<file path="config.mk">
export PLATFORM = sky130hd
export DESIGN_NAME = legacy_window_decoder
export DESIGN_NICKNAME = d
export VERILOG_FILES = /design/src/rtl/lrd_pkg.sv /design/src/rtl/lrd_region_map.sv /design/src/rtl/lrd_attr_bank.sv /design/src/rtl/legacy_window_decoder.sv
export SDC_FILE = /design/constraint.sdc
export NUM_CORES = 1
export LEC_CHECK = 0
export ABC_AREA = 1
export BUFFER_PORTS_ARGS = -buffer_cell sky130_fd_sc_hd__buf_4
export CORE_AREA = 3 3 110 112
export CTS_CLUSTER_DIAMETER = 60
export CTS_CLUSTER_SIZE = 16
export DETAILED_ROUTE_END_ITERATION = 10
export DIE_AREA = 0 0 113 115
export PLACE_DENSITY_LB_ADDON = 0.25
export SETUP_SLACK_MARGIN = 0.3
export SLEW_MARGIN = 20
export SYNTH_ARGS = -nofsm -noshare
export SYNTH_HDL_FRONTEND = slang
export SYNTH_SLANG_ARGS = --single-unit
</file>
<file path="constraint.sdc">
create_clock -name clk -period 3.93 [get_ports clk]
set_input_delay 0.1965 -clock clk [delete_from_list [all_inputs] [get_ports clk]]
set_output_delay 0.1965 -clock clk [all_outputs]
set_load 0.02 [all_outputs]
</file>
<file path="src/rtl/lrd_pkg.sv">
package lrd_pkg;
   // permission bits of one region, packed in cfg_attr order
   typedef struct packed {
      logic mst;
      logic cache;
      logic wr;
      logic rd;
   } lrd_attr_t;

   localparam int NUM_DISP    = 3;
   localparam int WIN_TOP_BIT = 20;   // window lies below 1 MB
   localparam int SEGS_TOP    = 18;   // segment area spans 2^18 bytes
endpackage

</file>
<file path="src/rtl/lrd_region_map.sv">
module lrd_region_map
   import lrd_pkg::*;
#(
   parameter int ADDR_W    = 32,
   parameter int SEG_SHIFT = 14,
   parameter int IDX_W     = 5
)(
   input  logic [ADDR_W-1:0] addr,
   output logic              hit_disp,
   output logic              hit_seg,
   output logic [IDX_W-1:0]  idx
);
   localparam int SEG_W = SEGS_TOP - SEG_SHIFT;

   logic upper_zero;
   logic [SEG_W-1:0] seg_num;

   assign upper_zero = (addr[ADDR_W-1:WIN_TOP_BIT] == '0);
   assign hit_disp   = upper_zero && (addr[19:17] == 3'b101);
   assign hit_seg    = upper_zero && (addr[19:18] == 2'b11);
   assign seg_num    = addr[SEGS_TOP-1:SEG_SHIFT];

   always_comb begin
      if (hit_seg)
         idx = IDX_W'(NUM_DISP) + IDX_W'(seg_num);
      else if (!addr[16])
         idx = IDX_W'(0);
      else if (!addr[15])
         idx = IDX_W'(1);
      else
         idx = IDX_W'(2);
   end
endmodule

</file>
<file path="src/rtl/lrd_attr_bank.sv">
module lrd_attr_bank
   import lrd_pkg::*;
#(
   parameter int NUM_REG = 19,
   parameter int IDX_W   = 5
)(
   input  logic             clk,
   input  logic             rst_n,
   input  logic             we,
   input  logic [IDX_W-1:0] wr_idx,
   input  lrd_attr_t        wr_attr,
   input  logic             wr_gfx,
   input  logic [IDX_W-1:0] rd_idx,
   output lrd_attr_t        rd_attr,
   output logic             rd_gfx
);
   lrd_attr_t bank  [NUM_REG];
   logic      gfx_q [NUM_REG];

   for (genvar r = 0; r < NUM_REG; r++) begin : g_reg
      always_ff @(posedge clk) begin
         if (!rst_n)
            bank[r] <= '0;
         else if (we && wr_idx == IDX_W'(r))
            bank[r] <= wr_attr;
      end
      if (r < NUM_DISP) begin : g_gfx
         always_ff @(posedge clk) begin
            if (!rst_n)
               gfx_q[r] <= 1'b0;
            else if (we && wr_idx == IDX_W'(r))
               gfx_q[r] <= wr_gfx;
         end
      end else begin : g_nogfx
         assign gfx_q[r] = 1'b0;
      end
   end

   always_comb begin
      rd_attr = '0;
      rd_gfx  = 1'b0;
      for (int r = 0; r < NUM_REG; r++) begin
         if (rd_idx == IDX_W'(r)) begin
            rd_attr = bank[r];
            rd_gfx  = gfx_q[r];
         end
      end
   end
endmodule

</file>
<file path="src/rtl/legacy_window_decoder.sv">
module legacy_window_decoder
   import lrd_pkg::*;
#(
   parameter int ADDR_W    = 32,
   parameter int SEG_SHIFT = 14,
   localparam int NUM_REG  = NUM_DISP + (1 << (SEGS_TOP - SEG_SHIFT)),
   localparam int IDX_W    = $clog2(NUM_REG)
)(
   input  logic              clk,
   input  logic              rst_n,
   input  logic              cfg_we,
   input  logic [IDX_W-1:0]  cfg_idx,
   input  logic [3:0]        cfg_attr,
   input  logic              cfg_gfx,
   input  logic              tom_we,
   input  logic [ADDR_W-1:0] tom_data,
   input  logic              acc_valid,
   input  logic [ADDR_W-1:0] acc_addr,
   input  logic              acc_write,
   input  logic              acc_master,
   output logic              out_valid,
   output logic              out_rd_ok,
   output logic              out_wr_ok,
   output logic              out_cache,
   output logic              out_master_ok,
   output logic              out_denied,
   output logic              out_gfx,
   output logic              out_in_mem
);
   if (ADDR_W <= WIN_TOP_BIT) begin : g_chk_addr
      $error("ADDR_W must exceed 20");
   end
   if (SEG_SHIFT < 12 || SEG_SHIFT > 17) begin : g_chk_seg
      $error("SEG_SHIFT must lie in 12..17");
   end

   logic [ADDR_W-1:0] tom_q;
   logic              hit_disp, hit_seg, in_win, below_tom;
   logic [IDX_W-1:0]  reg_idx;
   lrd_attr_t         bank_attr, eff_attr;
   logic              bank_gfx, route_gfx, in_mem, deny;

   always_ff @(posedge clk) begin
      if (!rst_n)      tom_q <= '0;
      else if (tom_we) tom_q <= tom_data;
   end

   lrd_region_map #(.ADDR_W(ADDR_W), .SEG_SHIFT(SEG_SHIFT), .IDX_W(IDX_W)) u_map (
      .addr     (acc_addr),
      .hit_disp (hit_disp),
      .hit_seg  (hit_seg),
      .idx      (reg_idx)
   );

   lrd_attr_bank #(.NUM_REG(NUM_REG), .IDX_W(IDX_W)) u_bank (
      .clk     (clk),
      .rst_n   (rst_n),
      .we      (cfg_we),
      .wr_idx  (cfg_idx),
      .wr_attr (lrd_attr_t'(cfg_attr)),
      .wr_gfx  (cfg_gfx),
      .rd_idx  (reg_idx),
      .rd_attr (bank_attr),
      .rd_gfx  (bank_gfx)
   );

   assign in_win    = hit_disp | hit_seg;
   assign below_tom = acc_addr < tom_q;
   assign in_mem    = in_win | below_tom;
   assign route_gfx = hit_disp & bank_gfx;

   always_comb begin
      if (in_win)         eff_attr = bank_attr;
      else if (below_tom) eff_attr = '1;
      else                eff_attr = '0;
   end

   assign deny = in_mem & ~route_gfx &
                 ((~acc_write & ~eff_attr.rd) |
                  ( acc_write & ~eff_attr.wr) |
                  ( acc_master & ~eff_attr.mst));

   always_ff @(posedge clk) begin
      if (!rst_n) begin
         out_valid     <= 1'b0;
         out_rd_ok     <= 1'b0;
         out_wr_ok     <= 1'b0;
         out_cache     <= 1'b0;
         out_master_ok <= 1'b0;
         out_denied    <= 1'b0;
         out_gfx       <= 1'b0;
         out_in_mem    <= 1'b0;
      end else begin
         out_valid     <= acc_valid;
         out_rd_ok     <= eff_attr.rd;
         out_wr_ok     <= eff_attr.wr;
         out_cache     <= eff_attr.cache;
         out_master_ok <= eff_attr.mst;
         out_denied    <= deny;
         out_gfx       <= route_gfx;
         out_in_mem    <= in_mem;
      end
   end
endmodule

</file>
== Word-level counts from Yosys, hierarchy flattened ==
Memories as Yosys holds them, arrays and structs flattened.
Cells that the tools add are included.

* RAM bits: 76
* Memories kept: 1
* Output and inout bits: 8
* Register bits after elaboration: 43
* Input bits: 81

* Reductions and logical operators: 24
* Add/subtract/negate cells: 1
* Mux-type cells: 120
* Eq/ne operators: 38
* $lt $le $gt $ge: 1
* Bitwise gates (word level): 34

{| class="wikitable"
|+ Memory list
! name !! words !! bits a word !! read ports !! clocked after memory_dff !! wr ports !! line !! source
|-
| u_bank.bank || 19 || 4 || 19 || 0 || 19 || lrd_attr_bank.sv:17 || <nowiki>lrd_attr_t bank [NUM_REG];</nowiki>
|}

{| class="wikitable"
|+ Operators with widths
! cell !! number
|-
| 2-to-1 mux 4 bit || 40
|-
| == test 5 x 4 -> 1 bit, second input constant || 16
|-
| 2-to-1 mux 1 bit || 77
|-
| == test 5 x 3 -> 1 bit, second input constant || 8
|-
| < comparator 32 bit || 1
|-
| == test 5 bit, second input constant || 6
|-
| OR 1 bit || 23
|-
| logical AND 1 bit || 21
|-
| == test 5 x 2 -> 1 bit, second input constant || 4
|-
| logical NOT 12 bit || 1
|-
| == test 5 x 1 -> 1 bit, second input constant || 2
|-
| logical NOT 5 bit || 2
|-
| 2-to-1 mux 5 bit || 2
|-
| bitwise AND 1 bit || 6
|-
| adder 2 x 4 -> 5 bit, first input constant || 1
|-
| inverter 1 bit || 5
|-
| == test 3 bit, second input constant || 1
|-
| == test 2 bit, second input constant || 1
|-
| 2-to-1 mux 2 bit || 1
|}

== Depth between registers and ports, before layout ==
Gate-level depths: netlist of run 1.

* Word-level depth: 29
* Gate-level depth with buffers: 25
* Mapped depth without buffers: 25

== Cells and area by module ==
A second synthesis of run 1 with hierarchy kept.

* Cells, all modules: 757
* Area total of the unflattened synthesis: 6,223.5 um2

{| class="wikitable"
|+ Modules (own cells, without submodules)
! module !! instances !! seq. area each (um2) !! cells an instance !! area an instance (um2)
|-
| lrd_attr_bank || 1 || 2,342.2 || 445 || 3,932.5
|-
| legacy_window_decoder || 1 || 800.8 || 273 || 2,095.8
|-
| lrd_region_map || 1 || 0.0 || 39 || 195.2
|}

== Worst setup path before layout of run 1 ==
OpenSTA, ideal clock, no wires.

* Path type: input -> register
* From: in acc_addr[14]
* To: reg out_denied
* Arrival time: 2,132 ps
* Setup slack: 1,732 ps
* Buffers on the path: 0
* Data required time: 3,864 ps
* Cell stages on the path: 23
* Path through: inv_1 ha_1 nor2_1 nand2_1 nor2_4 inv_1 nand2_4 inv_2 nand2_1 nand3_1 nor2_1 nand4_1 nor2_1 nand4_1 nor2_1 nand3_1 nor2_1 nand3_1 nand2_1 nand2_1 nand2_1 nand2_1 a21oi_2

* Word-level cells in the longest chain between the ends: 28
* Elaborated cells between the ends (all ways): 75
* Classes of those cells: 1 x add/sub; 1 x order compare; 18 x eq/ne; 41 x mux; 13 x bitwise; 1 x reduce/logical

{| class="wikitable"
|+ RTL lines
! element !! line !! source
|-
| from (decl) || legacy_window_decoder.sv:18 || <nowiki>input logic [ADDR_W-1:0] acc_addr,</nowiki>
|-
| adder 2 x 4 -> 5 bit || lrd_region_map.sv:25 || <nowiki>idx = IDX_W'(NUM_DISP) + IDX_W'(seg_num);</nowiki>
|-
| 2-to-1 mux 5 bit || lrd_region_map.sv:24 || <nowiki>if (hit_seg)</nowiki>
|-
| logical NOT 5 bit || lrd_attr_bank.sv:43 || <nowiki>if (rd_idx == IDX_W'(r)) begin</nowiki>
|-
| 2-to-1 mux 4 bit (19 in a row) || lrd_attr_bank.sv:43 ||
|-
| 2-to-1 mux 4 bit || legacy_window_decoder.sv:73 || <nowiki>if (in_win) eff_attr = bank_attr;</nowiki>
|-
| inverter 1 bit (on tied branches) || legacy_window_decoder.sv:79, legacy_window_decoder.sv:80 ||
|-
| bitwise AND 1 bit (on tied branches) || legacy_window_decoder.sv:79, legacy_window_decoder.sv:80 ||
|-
| OR 1 bit || legacy_window_decoder.sv:79 || <nowiki>((~acc_write & ~eff_attr.rd) |</nowiki>
|-
| OR 1 bit || legacy_window_decoder.sv:80 || <nowiki>( acc_write & ~eff_attr.wr) |</nowiki>
|-
| bitwise AND 1 bit (*) || legacy_window_decoder.sv:78 || <nowiki>assign deny = in_mem & ~route_gfx &</nowiki>
|-
| to (signal assigned) || legacy_window_decoder.sv:99 || <nowiki>out_denied <= deny;</nowiki>
|-
| to (decl) || legacy_window_decoder.sv:26 || <nowiki>output logic out_denied,</nowiki>
|}

Every way passes the cells marked *; elsewhere a longest branch is shown, timed or not.
A chain may end at the register's enable or synchronous reset.

== Worst setup path after layout of run 1 ==
* From: reg tom_q[1]
* To: reg out_denied

* Word-level cells in the longest chain between the ends: 8
* Elaborated cells between the ends (all ways): 14
* Classes of those cells: 1 x order compare; 2 x mux; 11 x bitwise

{| class="wikitable"
|+ RTL lines
! element !! line !! source
|-
| from (decl) || legacy_window_decoder.sv:37 || <nowiki>logic [ADDR_W-1:0] tom_q;</nowiki>
|-
| from (signal assigned) || legacy_window_decoder.sv:45 || <nowiki>else if (tom_we) tom_q <= tom_data;</nowiki>
|-
| < comparator 32 bit (*) || legacy_window_decoder.sv:68 || <nowiki>assign below_tom = acc_addr < tom_q;</nowiki>
|-
| 2-to-1 mux 4 bit || legacy_window_decoder.sv:74 || <nowiki>else if (below_tom) eff_attr = '1;</nowiki>
|-
| 2-to-1 mux 4 bit || legacy_window_decoder.sv:73 ||
|-
| inverter 1 bit (on tied branches) || legacy_window_decoder.sv:79, legacy_window_decoder.sv:80 ||
|-
| bitwise AND 1 bit (on tied branches) || legacy_window_decoder.sv:79, legacy_window_decoder.sv:80 ||
|-
| OR 1 bit || legacy_window_decoder.sv:79 ||
|-
| OR 1 bit || legacy_window_decoder.sv:80 ||
|-
| bitwise AND 1 bit (*) || legacy_window_decoder.sv:78 ||
|}

Marks and branches as above.

==> results.sh, run 1 <==
export IMPL_r2r_cells=16
export IMPL_crit_chain="inv_1, ha_1, o21a_1, o211ai_1, nand2_1, a21oi_1, nor2_1, o21a_1, o21a_1, o21ai_0, o2111ai_1, nand2_1, nand2_1, a21oi_1, nand2_1, a21oi_2"
export IMPL_reg2reg_to="out_denied$_SDFF_PN0_"
export IMPL_first_global_vias=5401
export IMPL_status="finished clean"
export IMPL_finClkSkew_ns=0.00628
export IMPL_ant_nets=0
export IMPL_syn_avg_cell_area_um2=8.32
export IMPL_drt_vias_per_instance=5.52
export IMPL_synth_top_area_frac=0.371
export IMPL_cts_buffer_depth=2
export IMPL_r2r_start="tom_q[1]$_SDFFE_PN0P_"
export IMPL_largest_reg_flops=76
export IMPL_p_leak_nw=3.24
export IMPL_final_setup_tns_ns=0
export IMPL_numCtsBuffers=17
export IMPL_synth_largest_area_cell="edfxtp_1"
export IMPL_grt_overflow=0
export IMPL_wl_per_cell_um=15.5
export IMPL_hold_path_endpoint="out_denied$_SDFF_PN0_"
export IMPL_place_ws_ns=1.16
export IMPL_dieArea_um2=13000
export IMPL_startpoint_type="flip-flop"
export IMPL_coreArea_um2=11300
export IMPL_cts_resized=0
export IMPL_synth_seq_cells=119
export IMPL_hold_class="in -> reg"
export IMPL_netlist_top_cells_count="nor2_1 (140), nand2_1 (126), inv_1 (91), edfxtp_1 (76), a21oi_1 (55)"
export IMPL_ys_warnings_count=0
export IMPL_regMostFlops="u_bank.bank"
export IMPL_grt_setup_unrepaired="no"
export IMPL_fin_crit_ns=2.63
export IMPL_die_w_um=113
export IMPL_std_cell_rows=39
export IMPL_min_period_over_period=0.669
export IMPL_io_buffers=88
export IMPL_worstSkewPairLatency_ns=0.42
export IMPL_holdCritStartpoint="acc_master"
export IMPL_crit_path_end_kind="flip-flop"
export IMPL_diodes=0
export IMPL_cts_root_buf="clkbuf_16"
export IMPL_syn_area_um2=6150
export IMPL_p_total_mw=3.43
export IMPL_drtIter0Drc=443
export IMPL_layout_area_overhead_vs_synth_pct=22.9
export IMPL_clk_pin_slew_ns=0.05
export IMPL_path_buf_inv=1
export IMPL_synthFlopType="edfxtp_1"
export IMPL_peakVddDrop_v=0.000331
export IMPL_via_count=5451
export IMPL_start_util=0.544
export IMPL_syn_inst=740
export IMPL_clock_sinks=119
export IMPL_synth_edf_count=76
export IMPL_layout_nets=944
export IMPL_antenna_found_initial=0
export IMPL_fp_dieH_um=115
export IMPL_final_setup_viol_count=0
export IMPL_drc=0
export IMPL_crit_family="compound AO/OA/AOI/OAI gates"
export IMPL_cp_slowest_cell="dfxtp_1"
export IMPL_reg2reg_slack_ns=1.30
export IMPL_synthArstFlopShare=0
export IMPL_slowest_delay_ns=0.31
export IMPL_ys_types=37
export IMPL_crit_fanout=4
export IMPL_io_pins=89
export IMPL_grt_pass1_wl_mm=25.0
export IMPL_worstHoldPathCells=3
export IMPL_drt_pass1_iter_count=5
export IMPL_grt_max_degree=75
export IMPL_required_ns=4.28
export IMPL_cap_violations=0
export IMPL_routed_wl_mm=15.3
export IMPL_tightest_slew_ns=0.816
export IMPL_synth_area_top_cells="edfxtp_1 (37%), dfxtp_1 (14%), nor2_1 (8.5%)"
export IMPL_power_density_nw_per_um2=453
export IMPL_htree_levels=4
export IMPL_hold_viol=0
export IMPL_drive_above_1_share=0.156
export IMPL_reg_top3="u_bank.bank (76), tom_q (32), u_bank.gfx_q (3)"
export IMPL_syn_num_nets=853
export IMPL_fmax_ghz=0.380
export IMPL_cpMostUsedCell="nand2_1"
export IMPL_synth_most_common_cell="nor2_1"
export IMPL_slew_viol_final=0
export IMPL_worst_slack_ns=1.30
export IMPL_hpwl_mm=11.2
export IMPL_gp_congestion=0.968
export IMPL_ys_seq_area_frac=0.511
export IMPL_grt_use_total=0.247
export IMPL_cts_tree="yes"
export IMPL_maxSlewHeadroom=0.442
export IMPL_critPathKind="reg -> reg"
export IMPL_worstPathArrival_ns=2.99
cell usage in the layout, fill, tap and decap left out, drive strengths merged:
cell	count
or4	1
clkinvlp	1
o21a	3
buf	89
edfxtp	76
nor4	1
a31oi	1
a2111oi	1
o2111ai	2
dfxtp	43
o211ai	2
ha	32
a221oi	1
bufinv	5
nor2	144
clkinv	11
nand2	132
nor4b	1
clkbuf	21
nor3b	2
nand3	38
o21ai	50
a21oi	57
nand4	20
o22ai	1
nor3	8
inv	95
a41oi	1
a211oi	2
and2	2
dlygate4sd3	1
per-stage QoR:
step / cell area [um^2] / utilization / hold slack (ns) / std cells
after global placement: 6930 / 0.613 / 0.377 / 954
after floorplan: 6150 / - / 0.294 / 740
after CTS: 7560 / 0.668 / 0.0364 / 987
after global routing: 7560 / 0.668 / 0.0521 / 987
after detailed placement: 6930 / 0.613 / 0.385 / 954
final: 7560 / 0.668 / 0.0525 / 987
report_power, final:
part | leakage (nW) | switching [mW] | total, mW | internal, mW
Clock | 0.298 | 0.536 | 1.65 | 1.11
Sequential | 1.08 | 0.0268 | 1.43 | 1.40
Combinational | 1.86 | 0.209 | 0.347 | 0.138
what timing repair did:
action                                 CTS  global route
endpoints found under the hold margin    1             0
hold buffers                             1             0
buffers inserted                         0             0
setup endpoints to repair                0             0
per-layer routing:
metal / vias to the layer above / global-route usage / wire (um)
li1: 2659 / - / -
met1: 2525 / 0.290 / 6130
met3: 45 / 0.0642 / 1080
met4: 0 / 0.123 / 493
met2: 222 / 0.421 / 7600
met5: - / 0 / 0
worst max path at each step:
| stage | startpoint | end | slack [ns] | depth (start not counted) |
|---|---|---|---|---|
| global route | tom_q[1]$_SDFFE_PN0P_ | out_denied$_SDFF_PN0_ | 1.03 | 16 |
| finish | tom_q[1]$_SDFFE_PN0P_ | out_denied$_SDFF_PN0_ | 1.30 | 16 |
| CTS | tom_q[1]$_SDFFE_PN0P_ | out_denied$_SDFF_PN0_ | 1.26 | 16 |
| floorplan | acc_addr[14] | out_denied$_SDFF_PN0_ | 1.73 | 23 |
| detailed placement | acc_addr[14] | out_denied$_SDFF_PN0_ | 1.16 | 24 |
| global placement | acc_addr[27] | out_denied$_SDFF_PN0_ | 1.17 | 21 |
tightest hold or removal path, cell delays in order:
cell and delay, ns:
buf_4 0.11, nand2_1 0.07, a21oi_2 0.05
cell families after synthesis:
logic type,synth area share
AND/OR/NAND/NOR,0.244
flip-flops,0.511
adder cells (fa/ha/maj),0.0651
buffers and inverters,0.0728
AO/OA/AOI/OAI,0.107
final cells by class:
cell class              instances  area (um^2)
clock buffers                  21          440
fillers                       902         3760
clock inverters                11          179
well taps                     143          179
inverters                     101          380
flip-flops and latches        119         3140
multi-input cells             502         2560
repair buffers                 90          678
Note: power is estimated with default switching activity, not from simulation.
==> run 2, diff against run 1 <==
--- a/config.mk
+++ b/config.mk
@@ -5,13 +5,13 @@
 export SDC_FILE = /design/constraint.sdc
 export NUM_CORES = 1
 export LEC_CHECK = 0
-export ABC_AREA = 1
+export ABC_AREA = 0
 export BUFFER_PORTS_ARGS = -buffer_cell sky130_fd_sc_hd__buf_4
-export CORE_AREA = 3 3 110 112
+export CORE_AREA = 3 3 113 115
 export CTS_CLUSTER_DIAMETER = 60
 export CTS_CLUSTER_SIZE = 16
 export DETAILED_ROUTE_END_ITERATION = 10
-export DIE_AREA = 0 0 113 115
+export DIE_AREA = 0 0 116 118
 export PLACE_DENSITY_LB_ADDON = 0.25
 export SETUP_SLACK_MARGIN = 0.3
 export SLEW_MARGIN = 20
==> constraint.sdc (replaced) <==
create_clock -name clk -period 2.76 [get_ports clk]
set_input_delay 0.138 -clock clk [delete_from_list [all_inputs] [get_ports clk]]
set_output_delay 0.138 -clock clk [all_outputs]
set_load 0.02 [all_outputs]
==> results.sh, run 2 <==
export IMPL_first_global_vias=5876
export IMPL_drtIter0Drc=607
export IMPL_place_ws_ns=-0.0458
export IMPL_status="finished clean"
export IMPL_drc=0
export IMPL_hpwl_mm=12.1
export IMPL_routed_wl_mm=18.2
export IMPL_r2r_start="tom_q[12]$_SDFFE_PN0P_"
export IMPL_crit_fanout=4
export IMPL_synth_largest_area_cell="edfxtp_1"
export IMPL_min_period_over_period=0.923
export IMPL_hold_path_endpoint="tom_q[21]$_SDFFE_PN0P_"
export IMPL_regMostFlops="u_bank.bank"
export IMPL_diodes=0
export IMPL_wl_per_cell_um=18.9
export IMPL_layout_common_cells="buf_4 (124), nor2_1 (76), edfxtp_1 (76)"
export IMPL_ys_warnings_count=0
export IMPL_layout_area_overhead_vs_synth_pct=30.1
export IMPL_final_setup_viol_count=0
export IMPL_syn_num_nets=784
export IMPL_largest_reg_flops=76
export IMPL_reg2reg_to="out_rd_ok$_SDFF_PN0_"
export IMPL_clk_pin_slew_ns=0.06
export IMPL_power_density_nw_per_um2=571
export IMPL_cts_tree="yes"
export IMPL_critPathKind="reg -> reg"
export IMPL_instances_no_fill=960
export IMPL_worst_slack_ns=0.213
export IMPL_syn_avg_cell_area_um2=9.64
export IMPL_critical_path_startpoint="tom_q[12]$_SDFFE_PN0P_"
export IMPL_synth_seq_cells=119
export IMPL_start_util=0.543
export IMPL_dieArea_um2=13700
export IMPL_tightest_slew_ns=0.843
export IMPL_cts_buffer_depth=2
export IMPL_syn_inst=671
export IMPL_fmax_ghz=0.393
export IMPL_htree_levels=4
export IMPL_required_ns=3.07
export IMPL_die_w_um=116
export IMPL_ys_types=62
export IMPL_antenna_found_initial=0
export IMPL_cap_violations=0
export IMPL_reg2reg_slack_ns=0.21
export IMPL_syn_area_um2=6470
export IMPL_worstSkewPairLatency_ns=0.42
export IMPL_coreArea_um2=11900
export IMPL_io_buffers=88
export IMPL_drt_vias_per_instance=5.98
export IMPL_reg_top3="u_bank.bank (76), tom_q (32), u_bank.gfx_q (3)"
export IMPL_netlist_top_cells_count="edfxtp_1 (76), nor2_1 (76), nor3_1 (72), dfxtp_1 (43)"
export IMPL_final_common_cell="buf_4"
export IMPL_clock_sinks=119
export IMPL_finClkSkew_ns=0.00750
export IMPL_slew_viol_final=0
export IMPL_startpoint_type="flip-flop"
export IMPL_drive_above_1_share=0.235
export IMPL_final_setup_tns_ns=0
export IMPL_grt_use_total=0.272
export IMPL_worstHoldPathCells=3
export IMPL_io_pins=89
export IMPL_synthFlopType="edfxtp_1"
export IMPL_crit_path_end_kind="flip-flop"
export IMPL_grt_pass1_wl_mm=29.0
export IMPL_r2r_cells=12
export IMPL_gp_congestion=0.969
export IMPL_layout_nets=914
export IMPL_p_leak_nw=3.25
export IMPL_worstPathArrival_ns=2.86
export IMPL_std_cell_rows=40
export IMPL_synth_edf_count=76
export IMPL_via_count=5740
export IMPL_cts_root_buf="clkbuf_16"
export IMPL_place_inst=894
export IMPL_synth_top_area_frac=0.353
export IMPL_hold_viol=0
export IMPL_maxSlewHeadroom=0.432
export IMPL_ant_nets=0
export IMPL_synth_area_top_cells="edfxtp_1 (35%), dfxtp_1 (13%), mux2i_1 (6.5%)"
export IMPL_numCtsBuffers=17
export IMPL_peakVddDrop_v=0.000465
export IMPL_fp_dieH_um=118
export IMPL_holdCritStartpoint="tom_data[21]"
export IMPL_p_total_mw=4.81
export IMPL_hold_class="in -> reg"
export IMPL_grt_setup_unrepaired="yes"
export IMPL_ys_seq_area_frac=0.486
export IMPL_grt_max_degree=35
export IMPL_synthArstFlopShare=0
export IMPL_drt_pass1_iter_count=6
export IMPL_grt_overflow=0
export IMPL_fin_crit_ns=2.55
[run 2: changes by cell type in the layout (fill, tap and decap cells not counted), moves of 11 or more]
cell,delta
nor3_1,+64
mux2i_1,+41
a21oi_1,-32
buf_4,+35
inv_1,-53
nand2_1,-84
o21ai_0,-11
nand4_1,-16
nor2_1,-64
dlygate4sd3_1,+32
nand3_1,-27
[run 2: worst max-delay path: stages, from the launching register on]
cell and delay [ns]:
dfxtp_2 0.33, inv_1 0.06, ha_4 0.26, and4_1 0.24, nor2b_4 0.16, o2111ai_2 0.16
a2111o_1 0.47, a211oi_2 0.18, nor3_1 0.06, buf_4 0.15, buf_4 0.14, o21ai_4 0.16
nor2_1 0.07
[run 2: cells by family after synthesis]
group / share of synthesized area
and+or+nand+nor: 0.190
AOI/OAI and AO/OA: 0.132
DFF: 0.486
buffers and inverters: 0.0547
muxes: 0.0754
adders and majority gates: 0.0619
[run 2: final cells by class]
cell class              count  area (um^2)
inverters                  46          173
fillers                   854         3490
multi-input cells         460         3090
flip-flops and latches    119         3150
clock inverters            12          129
clock buffers              19          433
repair buffers            157         1260
well taps                 147          184
[run 2: how the worst max path moves through the flow]
stage / endpoint / slack, ns
after floorplan: out_denied$_SDFF_PN0_ / 0.30
after global placement: out_denied$_SDFF_PN0_ / -0.04
after detailed placement: out_denied$_SDFF_PN0_ / -0.05
after CTS: out_denied$_SDFF_PN0_ / 0.28
after global routing: out_denied$_SDFF_PN0_ / 0.05
final: out_rd_ok$_SDFF_PN0_ / 0.21
[run 2: per-layer routing]
layer,up-vias,share of wire,track usage,wire [um]
met1,2742,0.41,0.343,7470
met4,0,0.026,0.0906,471
met3,44,0.065,0.0720,1180
met2,243,0.50,0.450,9040
met5,-,0,0,0
li1,2711,-,-,-
[run 2: metrics by stage]
step / instance area [um^2] / util / hold slack, ns
global placement: 7420 / 0.623 / 0.345
CTS: 8330 / 0.699 / 0.0137
finish: 8420 / 0.707 / 0.0295
detailed placement: 7420 / 0.623 / 0.354
global route: 8420 / 0.707 / 0.0301
floorplan: 6530 / - / 0.247
[run 2: power breakdown]
group,internal (mW),switching [mW],total [mW]
Sequential,1.99,0.0442,2.04
Clock,1.32,0.796,2.11
Combinational,0.297,0.358,0.655
Total,3.61,1.20,4.81
[run 2: timing repair]
action,in CTS,in global routing
endpoints found under the setup margin,6,6
pin swaps,7,5
buffers inserted,0,2
resized for setup,4,18
hold buffers,33,0
hold endpoints to repair,35,0
